$ cat src/rtl/seg_reloc_pkg.sv
// Package: shared encodings for the segment relocation unit.
// Assumes a 2-bit register select on the configuration port.
package seg_reloc_pkg;

    // Register select codes of the supervisor write port.
    typedef enum logic [1:0] {
        SEL_FBASE = 2'd0,
        SEL_FLIM  = 2'd1,
        SEL_DBASE = 2'd2,
        SEL_DLIM  = 2'd3
    } cfg_sel_e;

    // Number of segments held (fetch, data).
    localparam int unsigned NUM_SEG = 2;

endpackage

$ cat src/rtl/seg_regfile.sv
// Module: base/limit register file for the fetch (index 0) and data
// (index 1) segments. Writes are accepted only with the privilege bit
// set and become visible the cycle after the write.
// Assumes PA_W >= LA_W + 1.
module seg_regfile
    import seg_reloc_pkg::*;
#(
    parameter int unsigned LA_W = 12,
    parameter int unsigned PA_W = 16
) (
    input  logic                clk,
    input  logic                rst_n,
    input  logic                cfg_we,
    input  logic                cfg_priv,
    input  logic [1:0]          cfg_sel,
    input  logic [PA_W-1:0]     cfg_wdata,
    output logic [PA_W-1:0]     fbase,
    output logic [LA_W:0]       flim,
    output logic [PA_W-1:0]     dbase,
    output logic [LA_W:0]       dlim
);
    localparam int unsigned LIM_W = LA_W + 1;

    logic [NUM_SEG-1:0][PA_W-1:0]  base_q;
    logic [NUM_SEG-1:0][LIM_W-1:0] lim_q;
    logic                          wr_ok;

    // Purpose: qualify a write with the supervisor bit.
    assign wr_ok = cfg_we && cfg_priv;

    for (genvar s = 0; s < NUM_SEG; s++) begin : g_seg
        localparam logic [1:0] BASE_CODE = 2'(2 * s);
        localparam logic [1:0] LIM_CODE  = 2'(2 * s + 1);

        // Purpose: hold the base of segment s.
        always_ff @(posedge clk) begin
            if (!rst_n) begin
                base_q[s] <= '0;
            end else if (wr_ok && (cfg_sel == BASE_CODE)) begin
                base_q[s] <= cfg_wdata;
            end
        end

        // Purpose: hold the limit of segment s.
        always_ff @(posedge clk) begin
            if (!rst_n) begin
                lim_q[s] <= '0;
            end else if (wr_ok && (cfg_sel == LIM_CODE)) begin
                lim_q[s] <= cfg_wdata[LIM_W-1:0];
            end
        end
    end

    // Purpose: present registers by segment role.
    assign fbase = base_q[0];
    assign flim  = lim_q[0];
    assign dbase = base_q[1];
    assign dlim  = lim_q[1];

    AST_UNPRIV_NO_WRITE: assert property (@(posedge clk) disable iff (!rst_n)
        (cfg_we && !cfg_priv) |=> ($stable(base_q) && $stable(lim_q)));

    AST_FLIM_LOADS: assert property (@(posedge clk) disable iff (!rst_n)
        (cfg_we && cfg_priv && cfg_sel == SEL_FLIM) |=> (flim == $past(cfg_wdata[LIM_W-1:0])));

endmodule

$ cat src/rtl/csa3_add.sv
// Module: three-operand adder built as one carry-save level followed by
// a single carry-propagate add. The result wraps modulo 2^W.
module csa3_add #(
    parameter int unsigned W = 16
) (
    input  logic [W-1:0] a,
    input  logic [W-1:0] b,
    input  logic [W-1:0] c,
    output logic [W-1:0] y
);
    logic [W-1:0] sum_v;
    logic [W-1:0] car_v;

    // Purpose: bitwise full-adder reduction of three operands into two.
    always_comb begin
        sum_v = a ^ b ^ c;
        car_v = ((a & b) | (a & c) | (b & c)) << 1;
    end

    // Purpose: final carry-propagate add.
    assign y = sum_v + car_v;

endmodule

$ cat src/rtl/reloc_lane.sv
// Module: one access channel. It forms the program-relative address,
// checks it against the segment limit, relocates it by the base and
// registers the result in a one-entry valid/ready response stage.
// USE_OFFSET=1 adds two operands with the carry-save path; with 0 only
// operand A is used. Assumes PA_W >= LA_W + 1.
module reloc_lane #(
    parameter int unsigned LA_W       = 12,
    parameter int unsigned PA_W       = 16,
    parameter bit          USE_OFFSET = 1'b1
) (
    input  logic            clk,
    input  logic            rst_n,
    input  logic            in_valid,
    output logic            in_ready,
    input  logic [LA_W-1:0] in_opa,
    input  logic [LA_W-1:0] in_opb,
    input  logic            in_wr,
    input  logic [PA_W-1:0] base,
    input  logic [LA_W:0]   lim,
    output logic            out_valid,
    input  logic            out_ready,
    output logic [PA_W-1:0] out_paddr,
    output logic            out_fault,
    output logic            out_wr
);
    localparam int unsigned LOG_W = LA_W + 1;
    localparam int unsigned PAD_W = PA_W - LA_W;

    logic [LOG_W-1:0] laddr;
    logic [PA_W-1:0]  paddr;
    logic             legal;
    logic             accept;

    if (USE_OFFSET) begin : g_offs
        logic [PA_W-1:0] opa_x;
        logic [PA_W-1:0] opb_x;

        // Purpose: zero-extend the operands to the physical width.
        assign opa_x = {{PAD_W{1'b0}}, in_opa};
        assign opb_x = {{PAD_W{1'b0}}, in_opb};

        // Purpose: full-width program-relative sum for the limit check.
        assign laddr = {1'b0, in_opa} + {1'b0, in_opb};

        csa3_add #(.W(PA_W)) u_csa (
            .a (base),
            .b (opa_x),
            .c (opb_x),
            .y (paddr)
        );
    end else begin : g_plain
        logic unused_opb;

        // Purpose: mark the absent second operand as intentionally unused.
        assign unused_opb = ^in_opb;

        // Purpose: program-relative address is operand A alone.
        assign laddr = {1'b0, in_opa};

        // Purpose: relocate by a two-input add.
        assign paddr = base + {{PAD_W{1'b0}}, in_opa};
    end

    // Purpose: strict-below limit test.
    assign legal = (laddr < lim);

    // Purpose: one-entry stage handshake.
    assign in_ready = !out_valid || out_ready;
    assign accept   = in_valid && in_ready;

    // Purpose: register the response of an accepted request.
    always_ff @(posedge clk) begin
        if (!rst_n) begin
            out_valid <= 1'b0;
            out_paddr <= '0;
            out_fault <= 1'b0;
            out_wr    <= 1'b0;
        end else if (in_ready) begin
            out_valid <= in_valid;
            if (in_valid) begin
                out_fault <= !legal;
                out_paddr <= legal ? paddr : '0;
                out_wr    <= in_wr;
            end
        end
    end

    AST_ZERO_LIM_FAULTS: assert property (@(posedge clk) disable iff (!rst_n)
        (accept && lim == '0) |=> (out_valid && out_fault));

    AST_FAULT_NO_ADDR: assert property (@(posedge clk) disable iff (!rst_n)
        (out_valid && out_fault) |-> (out_paddr == '0));

    AST_RSP_HELD: assert property (@(posedge clk) disable iff (!rst_n)
        (out_valid && !out_ready) |=> (out_valid && $stable(out_paddr) && $stable(out_fault)));

    AST_EMPTY_READY: assert property (@(posedge clk) disable iff (!rst_n)
        (!out_valid) |-> in_ready);

    AST_WR_FOLLOWS: assert property (@(posedge clk) disable iff (!rst_n)
        accept |=> (out_wr == $past(in_wr)));

endmodule

$ cat src/rtl/seg_reloc_unit.sv
// Module: top of the segment relocation unit. A fetch channel uses the
// fetch base/limit, a data channel the data base/limit; both are fed by a
// privileged register file. Assumes PA_W >= LA_W + 1.
module seg_reloc_unit
    import seg_reloc_pkg::*;
#(
    parameter int unsigned LA_W = 12,
    parameter int unsigned PA_W = 16
) (
    input  logic            clk,
    input  logic            rst_n,
    input  logic            cfg_we,
    input  logic            cfg_priv,
    input  logic [1:0]      cfg_sel,
    input  logic [PA_W-1:0] cfg_wdata,
    input  logic            f_req_valid,
    output logic            f_req_ready,
    input  logic [LA_W-1:0] f_req_pc,
    output logic            f_rsp_valid,
    input  logic            f_rsp_ready,
    output logic [PA_W-1:0] f_rsp_paddr,
    output logic            f_rsp_fault,
    input  logic            d_req_valid,
    output logic            d_req_ready,
    input  logic [LA_W-1:0] d_req_rbase,
    input  logic [LA_W-1:0] d_req_offs,
    input  logic            d_req_wr,
    output logic            d_rsp_valid,
    input  logic            d_rsp_ready,
    output logic [PA_W-1:0] d_rsp_paddr,
    output logic            d_rsp_fault,
    output logic            d_rsp_wr
);
    logic [PA_W-1:0] fbase;
    logic [PA_W-1:0] dbase;
    logic [LA_W:0]   flim;
    logic [LA_W:0]   dlim;
    logic            unused_f_wr;

    seg_regfile #(.LA_W(LA_W), .PA_W(PA_W)) u_regs (
        .clk       (clk),
        .rst_n     (rst_n),
        .cfg_we    (cfg_we),
        .cfg_priv  (cfg_priv),
        .cfg_sel   (cfg_sel),
        .cfg_wdata (cfg_wdata),
        .fbase     (fbase),
        .flim      (flim),
        .dbase     (dbase),
        .dlim      (dlim)
    );

    reloc_lane #(.LA_W(LA_W), .PA_W(PA_W), .USE_OFFSET(1'b0)) u_fetch (
        .clk       (clk),
        .rst_n     (rst_n),
        .in_valid  (f_req_valid),
        .in_ready  (f_req_ready),
        .in_opa    (f_req_pc),
        .in_opb    ('0),
        .in_wr     (1'b0),
        .base      (fbase),
        .lim       (flim),
        .out_valid (f_rsp_valid),
        .out_ready (f_rsp_ready),
        .out_paddr (f_rsp_paddr),
        .out_fault (f_rsp_fault),
        .out_wr    (unused_f_wr)
    );

    reloc_lane #(.LA_W(LA_W), .PA_W(PA_W), .USE_OFFSET(1'b1)) u_data (
        .clk       (clk),
        .rst_n     (rst_n),
        .in_valid  (d_req_valid),
        .in_ready  (d_req_ready),
        .in_opa    (d_req_rbase),
        .in_opb    (d_req_offs),
        .in_wr     (d_req_wr),
        .base      (dbase),
        .lim       (dlim),
        .out_valid (d_rsp_valid),
        .out_ready (d_rsp_ready),
        .out_paddr (d_rsp_paddr),
        .out_fault (d_rsp_fault),
        .out_wr    (d_rsp_wr)
    );

    AST_FETCH_IGNORES_DATA_PAIR: assert property (@(posedge clk) disable iff (!rst_n)
        (f_req_valid && f_req_ready && {1'b0, f_req_pc} >= flim) |=> f_rsp_fault);

endmodule

$ cat config.mk
export PLATFORM = sky130hd
export DESIGN_NAME = seg_reloc_unit
export DESIGN_NICKNAME = d
export VERILOG_FILES = /design/src/rtl/seg_reloc_pkg.sv /design/src/rtl/seg_regfile.sv /design/src/rtl/csa3_add.sv /design/src/rtl/reloc_lane.sv /design/src/rtl/seg_reloc_unit.sv
export SDC_FILE = /design/constraint.sdc
export NUM_CORES = 1
export LEC_CHECK = 0
export BUFFER_PORTS_ARGS = -buffer_cell sky130_fd_sc_hd__buf_2
export CORE_MARGIN = 4
export CORE_UTILIZATION = 57
export CTS_CLUSTER_SIZE = 10
export DETAILED_ROUTE_END_ITERATION = 10
export HOLD_SLACK_MARGIN = 0.08
export PLACE_DENSITY = 0.81
export SKIP_LAST_GASP = 1
export SYNTH_ARGS = -nofsm -noshare
export SYNTH_HDL_FRONTEND = slang
export SYNTH_SLANG_ARGS = --single-unit
$ cat constraint.sdc
create_clock -name clk -period 3.79 [get_ports clk]
set_input_delay 0 -clock clk [delete_from_list [all_inputs] [get_ports clk]]
set_output_delay 0 -clock clk [all_outputs]
set_load 0.005 [all_outputs]
Word level (Yosys, flattened, before mapping):

Cells that the tools add are included.

* flip-flop bits (word level): 95
* latch bits: 0
* RAM bits: 0
* memory bits (read-only): 0
* bits of input ports: 63
* logic and storage cells: 42
* memories: 0

* add/sub/neg operators: 3
* multipliers: 0
* divide/modulo/power cells: 0
* $lt $le $gt $ge: 2
* equality and inequality tests: 3
* shift-type cells: 0
* multiplexer cells: 2
* bitwise gates (word level): 7
* reduce and logical (&&, ||, !) cells: 14

Operators with widths (count)
* 16-bit two-way mux: 2
* 16-bit by 12-bit XOR with 16-bit output: 2
* 15-bit by 12-bit AND with 15-bit output: 2
* 16-bit by 12-bit adder with 16-bit output: 1
* 16-bit adder: 1
* 15-bit by 12-bit OR with 15-bit output: 1
* 15-bit OR: 1
* 12-bit by 12-bit adder with 13-bit output: 1
* 12-bit by 13-bit < comparator with 1-bit output: 1
* 13-bit < comparator: 1
* 12-bit AND: 1
* 1-bit logical AND: 5
* 2-bit equality test, second input constant: 2
* 1-bit zero test: 4
* 2-bit AND reduction: 2
* 2-bit by 1-bit equality test with 1-bit output, second input constant: 1
* 2-bit zero test: 1
* 1-bit logical OR: 2

Logic depth before layout (Yosys ltp):

Gate-level depths: netlist (run 1).

* depth after elaboration: 5
* mapped depth: 18
* gate-level depth less buffers: 17

By module:

From an unflattened synthesis (run 1), not the netlist that was laid out.

* cells, all modules: 705
* area total of the unflattened synthesis: 6398.6 µm²

By module, submodules not included
* seg_regfile: instances 1, cells each 208, area each 2164.6 µm², seq. area each 1161.1 µm²
* reloc_lane at u_fetch: instances 1, cells each 201, area each 1666.6 µm², seq. area each 380.4 µm²
* reloc_lane at u_data: instances 1, cells each 176, area each 1508.9 µm², seq. area each 380.4 µm²
* csa3_add: instances 1, cells each 119, area each 1054.8 µm², seq. area each 0.0 µm²
* seg_reloc_unit: instances 1, cells each 1, area each 3.8 µm², seq. area each 0.0 µm²

Worst setup path before layout (run 1):

OpenSTA, ideal clock, no wires.

* path kind: input port to flip-flop
* start: in d_req_rbase[0]
* end: reg u_data.out_paddr[14]
* data arrival time: 2930 ps
* required time: 3714 ps
* path slack: 784 ps
* cell stages on the path: 17
* path through: ha_1 > inv_1 > fa_1 > nor2b_1 > o21ai_0 > a21oi_1 > o21ai_0 > a21oi_1 > mux2i_1 > nand3_1 > ha_1 > and4_1 > a211oi_1 > o211a_1 > buf_2 > o21ai_0 > a21boi_0

* word-level cells in the longest chain between the ends: 5
* elaborated cells on any way between the ends: 10
* classes of those cells: add/sub (2); order compare (1); mux (1); bitwise (6)

Ends and longest elaborated chain
* from (decl): RTL line seg_reloc_unit.sv:25 `input logic [LA_W-1:0] d_req_rbase,`
* parallel branches: the longest is 4 deep, another holds 12-bit by 12-bit adder with 13-bit output
* 16-bit two-way mux (*): RTL line reloc_lane.sv:82 `out_paddr <= legal ? paddr : '0;`
* to (signal assigned): RTL line reloc_lane.sv:82
* to (decl): RTL line reloc_lane.sv:22 `output logic [PA_W-1:0] out_paddr,`

Mark *: on every way between the ends.
A chain may end at the register's enable or synchronous reset.

Worst setup path in the final report (run 1):

* start: in d_req_rbase[0]
* end: reg u_data.out_paddr[13]

The elaborated chain is that of the path after synthesis.

==> run metrics, run 1 <==
CP endpoint kind=register; Worst Setup EP=u_data.out_paddr[13]$_SDFFE_PN0P_; H-Tree Depth=3; worst rel slew slack=25.40%; drt wl/cell=14.67 um; cts bufs inserted=9; fin area=0.007034 sq mm; DRT Pass-1 Iters=5; MaxCap Viol Count=0; max-slew violation count=0; Post-DP Area=0.006605 sq mm; vias per inst=5.636; IR drop worst, VDD=0.0002153 V; Rows=37; number of antenna violations at the first check in global routing=0; Clock power frac=30.1%; Synth Area per Inst=8.451 sq um; DR DRC count=0; GR Util All Layers=23.32%; crit share post-route=81.60%; hold crit path type=input pin to register; Final HPWL DP=10760 um; post-synthesis net count=850; layout net count=962; status=finished clean; Primary FF master, synth=dfxtp_1; number of port buffers=101; total gr overflow=0; most frequent cells after synthesis=nand2_1 (143), dfxtp_1 (95), a21boi_0 (62), ha_1 (59), inv_1 (43); first-pass GRT wire length=24360 um; largest net degree at the start of global routing=68; diodes inserted=0; CP Launch Point=d_req_rbase[0]; fin cells=966; 1st-iter DRT viols=294; clk buf depth=2; vias in the first global route=5387; # placed instances=928; Peak Freq=323.3 MHz; sequential fraction of the synthesis area=31.56%; final hold vios=0; area share of the largest cell type after synthesis=31.56%; Vias=5444; share of layout cells above drive strength 1=15.78%; final clock skew=0.007105 ns; Post-synth ARST share=0%; Worst Max-Slew Pin Slew=1.115 ns; Sw Ratio=29.78%; unique cell type count in the Yosys netlist=60; crit-path max FO=16; post-synth top area cell=dfxtp_1; Worst Reg-to-Reg Cells=10; fin worst setup slack=0.6972 ns; setup TNS=0 ns; Logic pwr share=24.8%; flop-to-flop setup slack=0.78 ns; LEAKAGE=3.008 nW; Area growth syn-to-layout=16.74%; sequential share of power=45.0%; Sw Pwr=0.6966 mW; Die H=110.8 um; minimum clock period=3.093 ns; internal power=1.643 mW; r2r endpoint=u_data.out_paddr[15]$_SDFFE_PN0P_; Worst EP required=4.09 ns; Synth Register Bits=95; DIE AREA=0.01228 sq mm; number of clock sinks=95; Final setup viols=0; pwr dens=332.6 mW/mm^2; number of synthesized flops with an enable pin=0; Initial Utilization=58.37%; Crit Reg-Reg Startpoint=u_regs.dbase[1]$_SDFFE_PN0P_; RSZ-0062 raised after global routing=no; I/O pin count=102; clk_lat worst skew=0.36 ns; WL final=14170 um; CP Class=input pin to register; Placer Congestion=0.9145; startpoint types=input pin; top cells by area, synth=dfxtp_1 (32%), ha_1 (12%), nand2_1 (8.9%); CTS tree=yes; CTS clk-pin slew, worst paths=0.09 ns; Hold Path Stages=4; core box area=0.01032 sq mm; Detail Route Antenna Nets=0; dpl ws=0.3522 ns; CP Data Arrival Time=3.39 ns; Synth Warn #=0; Root Driver=clkbuf_8; cells after synthesis=713; # Post-CTS Setup Buffers=0; Overall Power=2.339 mW; Post-Syn Area=0.006026 sq mm; Die Width=110.8 um; count leader, synth=nand2_1
per-layer routing:
metal / share of wire (%) / routed length (um) / global-route usage [%]
met1: 44 / 6283 / 29.05
met2: 48 / 6863 / 40.13
met3: 4.6 / 655 / 3.821
met4: 2.6 / 367 / 9.360
met5: 0 / 0 / 0
flip-flops by register name, indices dropped and copies added, names as in the netlist:
| signal | cells |
|---|---|
| u_regs.dlim | 13 |
| u_fetch.out_paddr | 16 |
| u_regs.flim | 13 |
| u_fetch.out_valid | 1 |
| u_data.out_wr | 1 |
| u_fetch.out_fault | 1 |
| u_data.out_valid | 1 |
| u_regs.dbase | 16 |
| u_data.out_paddr | 16 |
| u_regs.fbase | 16 |
| u_data.out_fault | 1 |
critical path, stage by stage:
cell      delay, ns
buf_2          0.09
ha_1           0.15
inv_1          0.06
fa_1           0.41
nor2b_1        0.12
o21ai_0        0.10
a21oi_1        0.21
o21ai_0        0.12
a21oi_1        0.33
mux2i_1        0.26
nand3_1        0.09
ha_1           0.29
and4_1         0.22
a211oi_1       0.25
o211a_1        0.18
buf_4          0.21
nand2_1        0.09
o21ai_0        0.19
stage by stage:
stage | hold WS (ns) | utilization, %
after floorplan | 0.1207 | -
after global placement | 0.2591 | 63.98
after detailed placement | 0.2704 | 63.98
after CTS | 0.1285 | 68.14
after global routing | 0.1538 | 68.14
final | 0.1363 | 68.14
logic make-up (layout without fill, tap and decap cells):
kind of cell,after synthesis,after routing,share of synthesized area [%]
DFF,95,95,31.56
muxes,1,1,0.1661
and+or+nand+nor,251,251,19.06
xor gates and xnor gates,29,29,4.215
adders and majority gates,74,74,17.23
buffers and inverters,69,186,4.776
AOI/OAI and AO/OA,194,194,22.99
layout make-up:
| class | instances | area [sq um] |
|---|---|---|
| clock buffers | 12 | 155.1 |
| clock inverters | 4 | 53.80 |
| fillers | 909 | 3289 |
| inverters | 43 | 161.4 |
| multi-input cells | 549 | 3836 |
| flip-flops and latches | 95 | 1902 |
| well taps | 136 | 170.2 |
| repair buffers | 127 | 755.7 |
what timing repair did:
item / CTS / global route
hold buffers: 22 / 0
hold endpoints to repair: 63 / 0
resized for setup: 0 / 0
worst min path at each step:
| stage | from | endpoint | slack [ns] |
|---|---|---|---|
| 5_1_grt | f_req_pc[1] | u_fetch.out_paddr[1]$_SDFFE_PN0P_ | 0.15 |
| 4_1_cts | f_rsp_ready | u_fetch.out_fault$_SDFFE_PN0P_ | 0.13 |
| 3_3_place_gp | d_req_wr | u_data.out_wr$_SDFFE_PN0P_ | 0.26 |
| 3_5_place_dp | d_req_wr | u_data.out_wr$_SDFFE_PN0P_ | 0.27 |
| 2_1_floorplan | d_rsp_ready | d_req_ready | 0.12 |
| 6_report | f_req_pc[1] | u_fetch.out_paddr[1]$_SDFFE_PN0P_ | 0.14 |
placed cells by master, fill, tap and decap left out, drive strengths merged, types with 12 or more instances in the layout:
cell type	count
nand2	144
buf	105
dfxtp	95
a21boi	63
ha	59
inv	43
a21oi	30
nor2b	30
nor2	24
dlygate4sd3	22
a22oi	21
o21ai	20
xor2	15
fa	15
xnor2	14
nand3	13
nor3	12
clkbuf	12
power groups by stage:
stage,clock (mW),sequential (mW),combinational (mW)
after floorplan,0,1.08,0.390
after global placement,0,1.07,0.531
after detailed placement,0,1.08,0.556
after CTS,0.717,1.05,0.580
after global routing,0.766,1.06,0.657
final,0.705,1.05,0.581
No activity file was read; power rests on OpenSTA's default activity.
==> inputs of run 2 (changes only) <==
ABC_AREA = 1   (was not set)
CORE_UTILIZATION = 58   (was 57)
PLACE_DENSITY = 0.82   (was 0.81)
clock period = 3.1 ns   (was 3.79 ns; I/O delays follow)
==> run metrics, run 2 <==
CTS clk-pin slew, worst paths=0.10 ns (about the same); most common cell after layout, fill and taps aside=nand2_1; Logic pwr share=27.1% (+2.3 points); max-slew violation count=0 (unchanged); setup TNS=0 ns (unchanged); Final setup viols=0 (unchanged); number of antenna violations at the first check in global routing=0 (unchanged); count leader, synth=nand2_1; final hold vios=0 (unchanged); # Post-CTS Setup Buffers=0 (unchanged); worst rel slew slack=42.43% (+17 points); unique cell type count in the Yosys netlist=29 (-52%); xor/xnor share of the synthesized area=3.355% (-0.86 points); Hold WS=0.1079 ns (-0.02837 ns); Placer Congestion=0.9309 (+1.8%); total gr overflow=0 (unchanged); largest net degree at the start of global routing=62 (-8.8%); number of synthesized flops with an enable pin=0 (unchanged); most frequent cells after synthesis=nand2_1 (229), inv_1 (128), nor2_1 (97), dfxtp_1 (95), a21oi_1 (94); Post-synth ARST share=0% (unchanged); grt peak-use layer=met2; top cells by area, synth=dfxtp_1 (30%), nand2_1 (14%), ha_1 (12%); clk_lat worst skew=0.37 ns (about the same); cells after synthesis=914 (+28%); Initial Utilization=60.14% (+1.8 points); most frequent cells in the layout=nand2_1 (229), inv_1 (128), buf_2 (101); LEAKAGE=3.687 nW (+23%); layout net count=1168 (+21%); status=finished clean; Vias=6031 (+11%); vias per inst=5.146 (-8.7%); Post-Syn Area=0.006265 sq mm (+4.0%); DIE AREA=0.01253 sq mm (+2.0%); Rows=37 (unchanged); first-pass GRT wire length=26610 um (+9.3%); Sw Ratio=32.32% (+2.5 points); Synth Area in Compound Gates=13.82% (-9.2 points); share of layout cells above drive strength 1=12.45% (-3.3 points); Synth Area in Simple Gates=26.54% (+7.5 points); Post-DP Area=0.006877 sq mm (+4.1%); core box area=0.01042 sq mm (+0.90%); Die H=111.9 um (+1.0%); post-cts sizing count=0 (unchanged); Primary FF master, synth=dfxtp_1; largest family of logic cells by synthesized area=simple AND/OR/NAND/NOR gates; drt wl/cell=13.81 um (-5.8%); vias in the first global route=5606 (+4.1%); Synth Register Bits=95 (unchanged); area share of the largest cell type after synthesis=30.36% (-1.2 points); I/O pin count=102 (unchanged); H-Tree Depth=3 (unchanged); hold crit path type=input pin to register; diodes inserted=0 (unchanged); cts bufs inserted=9 (unchanged); minimum clock period=2.396 ns; post-synthesis net count=1051 (+24%); Post-CTS Hold Fix Bufs=23 (+4.5%); Worst Max-Slew Pin Slew=0.8636 ns (-0.2513 ns); CP Class=input pin to register; GR Util All Layers=25.85% (+2.5 points); post-synth top area cell=dfxtp_1; Detail Route Antenna Nets=0 (unchanged); startpoint types=input pin; number of clock sinks=95 (unchanged); Sw Pwr=1.015 mW (+46%); Area growth syn-to-layout=17.24%; CP endpoint kind=register; Clock power frac=31.1% (+1.0 points); met2 Use GR=41.29% (+1.2 points); Peak Freq=417.4 MHz; CTS tree=yes; Worst EP required=3.41 ns (-0.68 ns); crit-path max FO=16 (unchanged); met3 Usage GRT=4.511% (+0.69 points); Synth Area per Inst=6.854 sq um (-19%); DRT Pass-1 Iters=6 (+1); Synth Warn #=0 (unchanged); MaxCap Viol Count=0 (unchanged); routing usage on met1=35.82% (+6.8 points); Die Width=111.9 um (+1.0%); sequential fraction of the synthesis area=30.36% (-1.2 points); RSZ-0062 raised after global routing=no; clk buf depth=2 (unchanged); 1st-iter DRT viols=477 (+62%); internal power=2.126 mW (+29%); DR DRC count=0 (unchanged); sequential share of power=41.7% (-3.3 points); WL final=16190 um (+14%); final clock skew=0.008944 ns (+0.001840 ns); crit share post-route=77.29%; pwr dens=427.7 mW/mm^2 (+29%); Root Driver=clkbuf_8; mux cell area share after synthesis=0% (-0.17 points); CP Data Arrival Time=2.71 ns (-0.68 ns); number of port buffers=101 (unchanged); Final HPWL DP=12420 um (+15%); adder-cell share of the synthesized area=16.58% (-0.66 points); IR drop worst, VDD=0.0002343 V (+8.8%); fin util=70.51% (+2.4 points); fin area=0.007345 sq mm (+4.4%)
-- run 2: changes by cell type in the layout (fill, tap and decap cells not counted), sizes merged, moves of 8 or more --
cell / before / now
a21oi: 30 / 95
o21ai: 20 / 67
o21a: 8 / 0
nor2b: 30 / 0
a21o: 10 / 1
a21boi: 63 / 2
inv: 43 / 130
nor2: 24 / 99
nand2: 144 / 231
a22oi: 21 / 0
nand3: 13 / 46
-- run 2: critical path, cell delays in order --
cell and delay, ns:
buf_2 0.12, ha_1 0.15, inv_1 0.07, fa_1 0.43
o21ai_0 0.22, xor2_1 0.25, ha_1 0.29, nand2_1 0.09
inv_1 0.04, nand2_1 0.06, nand2_1 0.05, nor2_1 0.20
nor2_1 0.10, nor2_4 0.34, nand3_1 0.15, a21oi_1 0.14
-- run 2: cell type report --
class / instances / area (sq um)
fillers: 940 / 3072
clock inverters: 5 / 86.33
flip-flops and latches: 95 / 1902
clock buffers: 11 / 151.4
repair buffers: 129 / 773.2
inverters: 129 / 484.2
well taps: 136 / 170.2
multi-input cells: 667 / 3777
-- run 2: layer usage --
layer	wire length, um	vias to the layer above
li1	-	3149
met1	7440	2657
met2	7169	197
met3	1266	28
met4	315	0
met5	0	-
-- run 2: final timing paths --
check | start | cells past startpoint | slack (ns) | end
hold / removal | f_req_pc[1] | 4 | 0.11 | u_fetch.out_paddr[1]$_SDFFE_PN0P_
hold reg to reg | u_regs.flim[11]$_SDFFE_PN0P_ | 2 | 0.46 | u_regs.flim[11]$_SDFFE_PN0P_
setup / recovery | d_req_rbase[0] | 16 | 0.70 | u_data.out_paddr[13]$_SDFFE_PN0P_
setup reg to reg | u_regs.dbase[1]$_SDFFE_PN0P_ | 11 | 0.76 | u_data.out_paddr[9]$_SDFFE_PN0P_
-- run 2: logic make-up after synthesis --
family | Yosys count
DFF | 95
buffers and inverters | 152
adders and majority gates | 74
AOI/OAI and AO/OA | 168
xor gates and xnor gates | 24
and+or+nand+nor | 401
-- run 2: per-stage QoR --
| stage | worst slack (ns) | instances | total power, mW |
|---|---|---|---|
| after global routing | 0.4441 | 1172 | 3.324 |
| after detailed placement | 0.3650 | 1133 | 2.158 |
| after CTS | 0.7482 | 1172 | 3.138 |
| after global placement | 0.4106 | 1133 | 2.148 |
| after floorplan | 0.8685 | 914 | 1.904 |
| final | 0.7041 | 1172 | 3.141 |
-- run 2: power by group through the flow --
stage / combinational, mW / clock (mW) / sequential (mW)
floorplan: 0.569 / 0 / 1.34
finish: 0.852 / 0.978 / 1.31
global route: 0.979 / 1.03 / 1.32
global placement: 0.811 / 0 / 1.34
detailed placement: 0.820 / 0 / 1.34
CTS: 0.849 / 0.979 / 1.31
==> inputs of run 3 (changes only) <==
clock period = 2.4 ns   (was 3.1 ns; I/O delays follow)
==> run metrics, run 3 (same netlist as run 2, synthesis figures left out) <==
status=finished clean; Crit path top cell by count=inv_1; Root Driver=clkbuf_8; DR DRC count=0 (unchanged); Placer Congestion=0.9171 (-1.5%); CP Buf/Inv Count=7 (+4); pwr dens=518.0 mW/mm^2 (+21%); Post-DP Area=0.007174 sq mm (+4.3%); GR Util All Layers=26.60% (+0.75 points); CP max stage cell=fa_2; 1st-iter DRT viols=566 (+19%); worst rel slew slack=38.36% (-4.1 points); max-slew violation count=0 (unchanged); fin area=0.007637 sq mm (+4.0%); startpoint types=input pin; DRT Pass-1 Iters=5 (-1); minimum clock period=2.232 ns; WL final=16740 um (+3.4%); CP endpoint kind=register; setup TNS=0 ns (unchanged); CTS tree=yes; Die Width=111.9 um (unchanged); cts bufs inserted=9 (unchanged); most common cell after layout, fill and taps aside=nand2_1; vias per inst=5.138 (-0.16%); cell breakdown of the critical path=buf_2, ha_1, inv_1, fa_2, inv_1, nand3_1, nand3_1, xnor2_1, inv_1, ha_1, nand2_1, inv_1, o21bai_1, buf_4, nand3_4, nor2_4, buf_12, nand3_1, a21oi_1; first-pass GRT wire length=27200 um (+2.2%); final clock skew=0.01775 ns (+0.008801 ns); largest net degree at the start of global routing=61 (-1.6%); MaxCap Viol Count=0 (unchanged); hold crit path type=input pin to register; Final setup viols=0 (unchanged); DIE AREA=0.01253 sq mm (unchanged); slowest cell delay on critical path=0.36 ns (-0.07 ns); Detail Route Antenna Nets=0 (unchanged); crit share post-route=92.99%; total gr overflow=0 (unchanged); most frequent cells in the layout=nand2_1 (229), inv_1 (128), buf_2 (101); I/O pin count=102 (unchanged); layout net count=1207 (+3.3%); FILL cells=888 (-5.5%); clk buf depth=2 (unchanged); number of antenna violations at the first check in global routing=0 (unchanged); number of port buffers=101 (unchanged); cell family with most CP delay=adder cells; diodes inserted=0 (unchanged); Vias=6222 (+3.2%); CTS clk-pin slew, worst paths=0.11 ns (about the same); LEAKAGE=3.858 nW (+4.6%); vias in the first global route=5709 (+1.8%); RSZ-0062 raised after global routing=yes; Worst Max-Slew Pin Slew=0.9189 ns (+0.05525 ns); clk_lat worst skew=0.38 ns (about the same); final hold vios=0 (unchanged); IR drop worst, VDD=0.0003392 V (+45%); Worst EP required=2.68 ns (-0.73 ns); share of layout cells above drive strength 1=16.47% (+4.0 points); drt wl/cell=13.82 um (about the same); core box area=0.01042 sq mm (unchanged); CP Data Arrival Time=2.51 ns (-0.20 ns); H-Tree Depth=3 (unchanged); Final HPWL DP=13030 um (+4.9%); Area growth syn-to-layout=21.91%; number of clock sinks=95 (unchanged); fin util=73.32% (+2.8 points); Rows=37 (unchanged); Peak Freq=448.1 MHz; crit-path max FO=16 (unchanged); Die H=111.9 um (unchanged); CP Class=input pin to register; Overall Power=3.956 mW (+26%); Initial Utilization=60.14% (unchanged)
[run 3: changes by cell type in the layout (fill, tap and decap cells not counted), sizes merged]
cell    delta
buf       +39
bufinv     -2
inv        +1
clkbuf     -2
clkinv     +3
[run 3: worst paths after layout]
path                                                    from                                 to  slack (ns)  depth (start not counted)
worst max-delay path                          d_req_rbase[0]  u_data.out_paddr[14]$_SDFFE_PN0P_        0.17                         19
worst min-delay path                             f_req_pc[1]  u_fetch.out_paddr[1]$_SDFFE_PN0P_        0.15                          4
worst max register to register  u_regs.dbase[1]$_SDFFE_PN0P_   u_data.out_paddr[9]$_SDFFE_PN0P_        0.17                         11
worst min register to register   u_regs.flim[6]$_SDFFE_PN0P_        u_regs.flim[6]$_SDFFE_PN0P_        0.47                          2
[run 3: power breakdown]
part | internal (mW) | total, mW | switching [mW]
Combinational | 0.522 | 1.21 | 0.691
Sequential | 1.65 | 1.69 | 0.0411
Clock | 0.409 | 1.05 | 0.641
[run 3: metal layers]
layer	up-vias	wire, um	global-route usage, %	share of wire, %
met4	0	345	7.452	2.1
met1	2776	7683	36.16	46
met5	-	0	0	0
met3	26	1005	4.946	6.0
met2	190	7701	43.49	46
li1	3230	-	-	-
[run 3: metrics by stage]
| step | hold WS [ns] | setup WS, ns | cells |
|---|---|---|---|
| after global routing | 0.1717 | -0.03970 | 1211 |
| after global placement | 0.2306 | -0.1383 | 1171 |
| final | 0.1509 | 0.1683 | 1211 |
| after detailed placement | 0.2424 | -0.2127 | 1171 |
| after floorplan | 0.1136 | 0.1685 | 914 |
| after CTS | 0.1293 | 0.04708 | 1210 |
[run 3: repair_timing]
item                                    CTS  global route
buffers inserted                          0             1
hold buffers                             23             0
endpoints found under the setup margin    0            17
hold endpoints to repair                 77             0
resized for setup                         0            12
[run 3: cell type report]
class                      instances  area, sq um  area share [%]
clock buffer                       9        123.9           1.622
clock inverter                     7        73.82          0.9666
inverter                         129        484.2           6.340
multi-input combinational        667         3805           49.82
sequential                        95         1902           24.90
tap                              136        170.2           2.228
timing repair buffer             168         1079           14.12
[run 3: worst reg2reg max path: cells and delay by family, from the launching register on]
| kind | cells | cell delay [ns] |
|---|---|---|
| flip-flops | 1 | 0.37 |
| adder cells (fa/ha/maj) | 3 | 1.08 |
| AND/OR/NAND/NOR | 7 | 0.51 |
| XOR/XNOR | 1 | 0.15 |
